File: src/rtl/scan_seq_pkg.sv
package scan_seq_pkg;
    typedef enum logic [2:0] {
        ST_IDLE  = 3'd0,
        ST_WAIT  = 3'd1,
        ST_ARMED = 3'd2,
        ST_SETUP = 3'd3,
        ST_FIRE  = 3'd4
    } seq_state_e;
endpackage

File: src/rtl/rise_detect.sv
module rise_detect #(
    parameter int WIDTH = 2
) (
    input  logic             clk,
    input  logic             rst_n,
    input  logic [WIDTH-1:0] sig_in,
    output logic [WIDTH-1:0] rise
);
    logic [WIDTH-1:0] prev_q;

    for (genvar i = 0; i < WIDTH; i++) begin : g_bit
        always_ff @(posedge clk or negedge rst_n) begin
            if (!rst_n) prev_q[i] <= 1'b0;
            else        prev_q[i] <= sig_in[i];
        end
        assign rise[i] = sig_in[i] & ~prev_q[i];
    end
endmodule

File: src/rtl/gain_table.sv
module gain_table #(
    parameter int NUM_CH = 16,
    parameter int GAIN_W = 3,
    localparam int IDX_W = $clog2(NUM_CH)
) (
    input  logic              clk,
    input  logic              rst_n,
    input  logic              we,
    input  logic [IDX_W-1:0]  waddr,
    input  logic [GAIN_W-1:0] wdata,
    input  logic [IDX_W-1:0]  raddr,
    output logic [GAIN_W-1:0] rdata
);
    logic [GAIN_W-1:0] mem_q [NUM_CH];

    for (genvar c = 0; c < NUM_CH; c++) begin : g_entry
        always_ff @(posedge clk or negedge rst_n) begin
            if (!rst_n)
                mem_q[c] <= '0;
            else if (we && (waddr == IDX_W'(c)))
                mem_q[c] <= wdata;
        end
    end

    assign rdata = mem_q[raddr];
endmodule

File: src/rtl/chan_stepper.sv
module chan_stepper #(
    parameter int NUM_CH = 16,
    parameter int GAIN_W = 3,
    localparam int IDX_W = $clog2(NUM_CH),
    localparam int CNT_W = IDX_W + 1
) (
    input  logic              clk,
    input  logic              rst_n,
    input  logic              open_win,
    input  logic              load,
    input  logic              diff_mode,
    input  logic [IDX_W-1:0]  first_chan,
    input  logic [CNT_W-1:0]  chan_count,
    input  logic [GAIN_W-1:0] tbl_gain,
    output logic [IDX_W-1:0]  tbl_addr,
    output logic [IDX_W-1:0]  chan_idx,
    output logic [GAIN_W-1:0] gain_code,
    output logic              all_done
);
    localparam int HALF_CH = NUM_CH / 2;
    localparam logic [IDX_W-1:0] MASK_SE   = IDX_W'(NUM_CH - 1);
    localparam logic [IDX_W-1:0] MASK_DIFF = IDX_W'(HALF_CH - 1);

    logic [IDX_W-1:0] first_q;
    logic [CNT_W-1:0] lim_q;
    logic             diff_q;
    logic [CNT_W-1:0] pos_q;
    logic [IDX_W-1:0] chan_q;
    logic [GAIN_W-1:0] gain_q;

    logic [IDX_W-1:0] first_n;
    logic [CNT_W-1:0] lim_n;
    logic             diff_n;
    logic [CNT_W-1:0] pos_base;
    logic [IDX_W-1:0] mask_n;
    logic [CNT_W-1:0] span_n;
    logic [CNT_W-1:0] sum_n;

    always_comb begin
        span_n = diff_mode ? CNT_W'(HALF_CH) : CNT_W'(NUM_CH);
        if (chan_count == '0)
            lim_n = CNT_W'(1);
        else if (chan_count > span_n)
            lim_n = span_n;
        else
            lim_n = chan_count;

        if (open_win) begin
            first_n  = first_chan;
            diff_n   = diff_mode;
            pos_base = '0;
        end else begin
            first_n  = first_q;
            diff_n   = diff_q;
            pos_base = pos_q;
        end
        mask_n   = diff_n ? MASK_DIFF : MASK_SE;
        sum_n    = {1'b0, first_n} + pos_base;
        tbl_addr = sum_n[IDX_W-1:0] & mask_n;
    end

    always_ff @(posedge clk or negedge rst_n) begin
        if (!rst_n) begin
            first_q <= '0;
            lim_q   <= CNT_W'(1);
            diff_q  <= 1'b0;
            pos_q   <= '0;
            chan_q  <= '0;
            gain_q  <= '0;
        end else begin
            if (open_win) begin
                first_q <= first_chan;
                lim_q   <= lim_n;
                diff_q  <= diff_mode;
                pos_q   <= '0;
            end
            if (load) begin
                chan_q <= tbl_addr;
                gain_q <= tbl_gain;
                pos_q  <= pos_base + CNT_W'(1);
            end
        end
    end

    assign chan_idx  = chan_q;
    assign gain_code = gain_q;
    assign all_done  = (pos_q >= lim_q);
endmodule

File: src/rtl/scan_fsm.sv
module scan_fsm
    import scan_seq_pkg::*;
(
    input  logic clk,
    input  logic rst_n,
    input  logic acq_en,
    input  logic single_clk,
    input  logic scan_ev,
    input  logic conv_ev,
    input  logic all_done,
    output logic open_win,
    output logic load,
    output logic conv_strobe,
    output logic window_open,
    output logic overrun
);
    seq_state_e state_q, state_n;
    logic       overrun_set;

    always_comb begin
        state_n     = state_q;
        open_win    = 1'b0;
        load        = 1'b0;
        overrun_set = 1'b0;
        if (!acq_en) begin
            state_n = ST_IDLE;
        end else begin
            unique case (state_q)
                ST_IDLE: state_n = ST_WAIT;
                ST_WAIT: begin
                    if (single_clk) begin
                        if (conv_ev) begin
                            state_n  = ST_SETUP;
                            open_win = 1'b1;
                            load     = 1'b1;
                        end
                    end else if (scan_ev) begin
                        state_n  = ST_ARMED;
                        open_win = 1'b1;
                    end
                end
                ST_ARMED: begin
                    if (conv_ev) begin
                        state_n = ST_SETUP;
                        load    = 1'b1;
                    end
                end
                ST_SETUP: state_n = ST_FIRE;
                ST_FIRE:  state_n = all_done ? ST_WAIT : ST_ARMED;
                default:  state_n = ST_IDLE;
            endcase
            if (!single_clk && scan_ev &&
                (state_q == ST_ARMED || state_q == ST_SETUP || state_q == ST_FIRE))
                overrun_set = 1'b1;
        end
    end

    always_ff @(posedge clk or negedge rst_n) begin
        if (!rst_n) begin
            state_q <= ST_IDLE;
            overrun <= 1'b0;
        end else begin
            state_q <= state_n;
            if (!acq_en)
                overrun <= 1'b0;
            else if (overrun_set)
                overrun <= 1'b1;
        end
    end

    always_comb begin
        conv_strobe = 1'b0;
        window_open = 1'b0;
        unique case (state_q)
            ST_IDLE, ST_WAIT: ;
            ST_ARMED, ST_SETUP: window_open = 1'b1;
            ST_FIRE: begin
                window_open = 1'b1;
                conv_strobe = 1'b1;
            end
            default: ;
        endcase
    end
endmodule

File: src/rtl/dual_clk_scan_seq.sv
module dual_clk_scan_seq #(
    parameter int NUM_CH = 16,
    parameter int GAIN_W = 3,
    localparam int IDX_W = $clog2(NUM_CH),
    localparam int CNT_W = IDX_W + 1
) (
    input  logic              clk,
    input  logic              rst_n,
    input  logic              acq_en,
    input  logic              single_clk,
    input  logic              diff_mode,
    input  logic              scan_clk_in,
    input  logic              conv_clk_in,
    input  logic [IDX_W-1:0]  first_chan,
    input  logic [CNT_W-1:0]  chan_count,
    input  logic              gain_we,
    input  logic [IDX_W-1:0]  gain_waddr,
    input  logic [GAIN_W-1:0] gain_wdata,
    output logic              conv_strobe,
    output logic [IDX_W-1:0]  chan_idx,
    output logic [GAIN_W-1:0] gain_code,
    output logic              window_open,
    output logic              overrun
);
    logic [1:0]        rises;
    logic              open_win, load, all_done;
    logic [IDX_W-1:0]  tbl_addr;
    logic [GAIN_W-1:0] tbl_gain;

    rise_detect #(.WIDTH(2)) u_rise (
        .clk    (clk),
        .rst_n  (rst_n),
        .sig_in ({conv_clk_in, scan_clk_in}),
        .rise   (rises)
    );

    scan_fsm u_fsm (
        .clk         (clk),
        .rst_n       (rst_n),
        .acq_en      (acq_en),
        .single_clk  (single_clk),
        .scan_ev     (rises[0]),
        .conv_ev     (rises[1]),
        .all_done    (all_done),
        .open_win    (open_win),
        .load        (load),
        .conv_strobe (conv_strobe),
        .window_open (window_open),
        .overrun     (overrun)
    );

    gain_table #(.NUM_CH(NUM_CH), .GAIN_W(GAIN_W)) u_gain (
        .clk   (clk),
        .rst_n (rst_n),
        .we    (gain_we),
        .waddr (gain_waddr),
        .wdata (gain_wdata),
        .raddr (tbl_addr),
        .rdata (tbl_gain)
    );

    chan_stepper #(.NUM_CH(NUM_CH), .GAIN_W(GAIN_W)) u_step (
        .clk        (clk),
        .rst_n      (rst_n),
        .open_win   (open_win),
        .load       (load),
        .diff_mode  (diff_mode),
        .first_chan (first_chan),
        .chan_count (chan_count),
        .tbl_gain   (tbl_gain),
        .tbl_addr   (tbl_addr),
        .chan_idx   (chan_idx),
        .gain_code  (gain_code),
        .all_done   (all_done)
    );
endmodule

File: config.mk
export PLATFORM = sky130hd
export DESIGN_NAME = dual_clk_scan_seq
export DESIGN_NICKNAME = d
export VERILOG_FILES = /design/src/rtl/scan_seq_pkg.sv /design/src/rtl/rise_detect.sv /design/src/rtl/gain_table.sv /design/src/rtl/chan_stepper.sv /design/src/rtl/scan_fsm.sv /design/src/rtl/dual_clk_scan_seq.sv
export SDC_FILE = /design/constraint.sdc
export NUM_CORES = 1
export LEC_CHECK = 0
export CAP_MARGIN = 30
export CORE_ASPECT_RATIO = 1.2
export CORE_MARGIN = 4
export CORE_UTILIZATION = 40
export CTS_CLUSTER_SIZE = 14
export DETAILED_ROUTE_END_ITERATION = 8
export PLACE_DENSITY = 0.6
export SYNTH_ARGS = -nofsm -noshare
export SYNTH_HDL_FRONTEND = slang
export SYNTH_HIERARCHICAL = 1
export SYNTH_SLANG_ARGS = --single-unit
File: constraint.sdc
create_clock -name clk -period 8.3 [get_ports clk]
set_input_delay 2.49 -clock clk [delete_from_list [all_inputs] [get_ports clk]]
set_output_delay 2.49 -clock clk [all_outputs]
set_load 0.01 [all_outputs]
==> out/metrics.yaml <==
power:
  internal_power_mw: 1.06
  p_leak_nw: 2.07
  ir_worst_vdd_uv: 137
  totalPowerFinal_mw: 1.52
  combPwrFrac_pct: 36.3
  pwr-share-clk_pct: 28.5
  switching_share_pct: 30.1
  powerDensity_mw_per_mm2: 324
  power_frac_seq_pct: 35.2
  p_switching_mw: 0.456
status:
  status: "completed"
sta:
  fin_crit_sh_pct: 73.7
  clock_skew_ns: 0.00630
  slew_headroom_pct: 35.4
  tightestPinTransition_ns: 0.969
  hold_violations: 0
  fin_tns_setup_ns: 0
  fmax_ghz: 0.163
  rsz0062_at_grt: "false"
  setup_violations: 0
  finalCriticalPeriod_ns: 6.12
  maxSlewViolCount: 0
logic_synthesis:
  synth-seq-area-share_pct: 49.0
  yosys.area.top_type: "dfrtp_1"
  syn_nets: 332
  synth_top_area_share_pct: 48.3
  synth_ff_type: "dfrtp_1"
  synth_compound_gate_area_share_pct: 5.34
  synth_top_family_by_area: "multiplexers"
  ys_async_sr_fraction_pct: 100
  avgSynthCellArea_um2: 13.1
  synthSimpleGateAreaFrac_pct: 10.5
  synth_area_leaders: "dfrtp_1 48%, mux2_2 12%, mux4_1 4.1%, ha_1 3.5%, mux2_1 3.5%"
  synth_edf_count: 0
  synth.area.mux_share_pct: 26.5
  ys_warn_count: 6
  synth_xor_area_share_pct: 1.58
  syn-cell-area_mm2: 0.00389
  yosysUniqueCellTypes: 50
  synth_fa_ha_area_share_pct: 4.06
  synthCells: 296
  synth-seq-cells: 76
clock_network:
  cts_buffers: 9
  cts_root_buf: "clkbuf_16"
  cts_resized: 0
  cts_buffer_depth: 2
  clock_latency_ns: 0.33
  tritoncts: "done"
  post-cts-setup-buffers: 0
  ctsHtreeMaxLevel: 3
  hold_buffers: 0
  clk_pin_slew_ns: 0.05
  cts_sinks: 76
cells_and_area:
  syn_to_final_growth_pct: 20.6
  fillers: 867
  final_nets: 368
  drive_gt1_share_pct: 24.6
  mostFrequentLayoutCells: "75 x dfrtp_1, 41 x mux2_2, 32 x clkdlybuf4s50_1"
  layout_commonest_cell: "dfrtp_1"
  antenna_cells: 0
floorplanning:
  start_util_pct: 40.8
  fp.dieW_um: 98.0
  num_rows: 39
  core-area_mm2: 0.00952
  die_h_um: 116
  num_io_pins: 34
  dieArea_mm2: 0.0114
drt:
  antenna_left: 0
  vias: 2466
  wl_per_cell_um: 17.2
  wirelength_um: 7900
  dr.pass1.iters: 4
  drt_iter0_drc: 116
  viasPerCell: 5.36
  drc_errors: 0
grt:
  antenna_found_initial: 0
  track_usage_pct: 14.8
  grt_max_degree: 77
  grt.overflow.total: 0
  grt_pass1_wl_um: 13300
  grt_pass1_vias: 2626
place:
  dp_hpwl_um: 5640
  gp_congestion: 0.822
  port_buffers: 33
run:
  maxCapViolations: 0
critical_path:
  path_max_fanout: 13
  arrival_ns: 6.33
  crit_type: "primary input to register"
  cp-start-kind: "primary input"
  cp-end-kind: "register"
  critPathRequiredTime_ns: 8.51
min_path:
  hp-class: "register to register"
==> power groups by stage <==
| stage | clock network (mW) | logic (mW) | registers, mW |
|---|---|---|---|
| floorplan | 0 | 0.428 | 0.520 |
| finish | 0.433 | 0.551 | 0.534 |
| detailed placement | 0 | 0.560 | 0.541 |
| CTS | 0.443 | 0.561 | 0.535 |
| global route | 0.454 | 0.616 | 0.548 |
| global placement | 0 | 0.545 | 0.539 |
==> layout make-up <==
class	count	area, um2	area share, %
clock buffers	13	270	5.76
repair buffers	35	363	7.74
clock inverters	3	67.6	1.44
inverters	16	60.1	1.28
flip-flops and latches	76	1900	40.6
well taps	123	154	3.28
multi-input cells	194	1870	39.9
==> per-layer routing <==
metal  track usage, %  share of wire (%)  vias to the layer above
met1             17.6                 43                     1262
li1                 -                  -                     1148
met2             26.0                 52                       42
met3             3.37                3.8                       14
met5                0                  0                        -
met4             5.63                1.9                        0
==> synth_stat cells (4+ instances only) <==
cell	count
inv_1	16
nand2_1	13
mux4_1	6
mux2_1	12
dfrtp_1	75
mux2_2	41
nand3_1	8
a21oi_1	4
nor2b_1	5
mux4_2	6
nand2b_1	8
o22ai_1	6
xnor2_1	4
ha_1	11
mux2_4	6
buf_2	5
nor2_1	17
mux2i_1	5
==> per-stage QoR <==
step	utilization, %	setup slack [ns]	hold WS [ns]	area [um2]	std cells
finish	49.3	2.18	0.489	4690	460
global route	49.3	1.85	0.510	4690	460
CTS	49.0	2.15	0.490	4660	459
detailed placement	45.4	1.80	0.477	4320	443
global placement	45.4	1.92	0.470	4320	443
floorplan	-	2.79	0.449	3890	296
==> sequential cells by signal (all words and copies together) (netlist names) <==
signal / cells
u_step/lim_q: 5
u_step/pos_q: 5
u_step/gain_code: 3
u_fsm/overrun: 1
u_step/diff_q: 1
u_step/first_q: 4
u_gain/mem_q: 48
u_rise/prev_q: 2
u_step/chan_idx: 4
u_fsm/state_q: 3
==> final timing paths <==
path / from / end / slack [ns] / cells after the start
setup / recovery: scan_clk_in / u_step/gain_code[1]$_DFFE_PN0P_ / 2.18 / 13
hold / removal: u_gain/mem_q[39]$_DFFE_PN0P_ / u_gain/mem_q[39]$_DFFE_PN0P_ / 0.49 / 1
setup reg to reg: u_fsm/state_q[2]$_DFFE_PN0P_ / u_step/gain_code[1]$_DFFE_PN0P_ / 4.36 / 11
hold reg to reg: u_gain/mem_q[39]$_DFFE_PN0P_ / u_gain/mem_q[39]$_DFFE_PN0P_ / 0.49 / 1
max in group asynchronous: rst_n / u_gain/mem_q[4]$_DFFE_PN0P_ / 5.79 / 2
min in group asynchronous: rst_n / u_step/lim_q[2]$_DFFE_PN0P_ / 1.96 / 1
==> critical path, stage by stage <==
cell,delay [ns]
clkdlybuf4s50_1,0.48
nor2b_4,0.18
mux2i_1,0.09
nor4b_2,0.63
mux2_2,0.42
ha_1,0.22
inv_1,0.07
fa_1,0.40
inv_1,0.40
mux4_2,0.39
a22oi_1,0.20
nand3_1,0.09
mux2_2,0.26
==> kinds of logic (layout without fill, tap and decap cells) <==
group,Yosys count,after routing
DFF,76,76
xor gates and xnor gates,7,7
buffers and inverters,26,67
and+or+nand+nor,71,71
AOI/OAI and AO/OA,28,28
muxes,76,76
adders and majority gates,12,12
(Power assumes the default switching activity.)
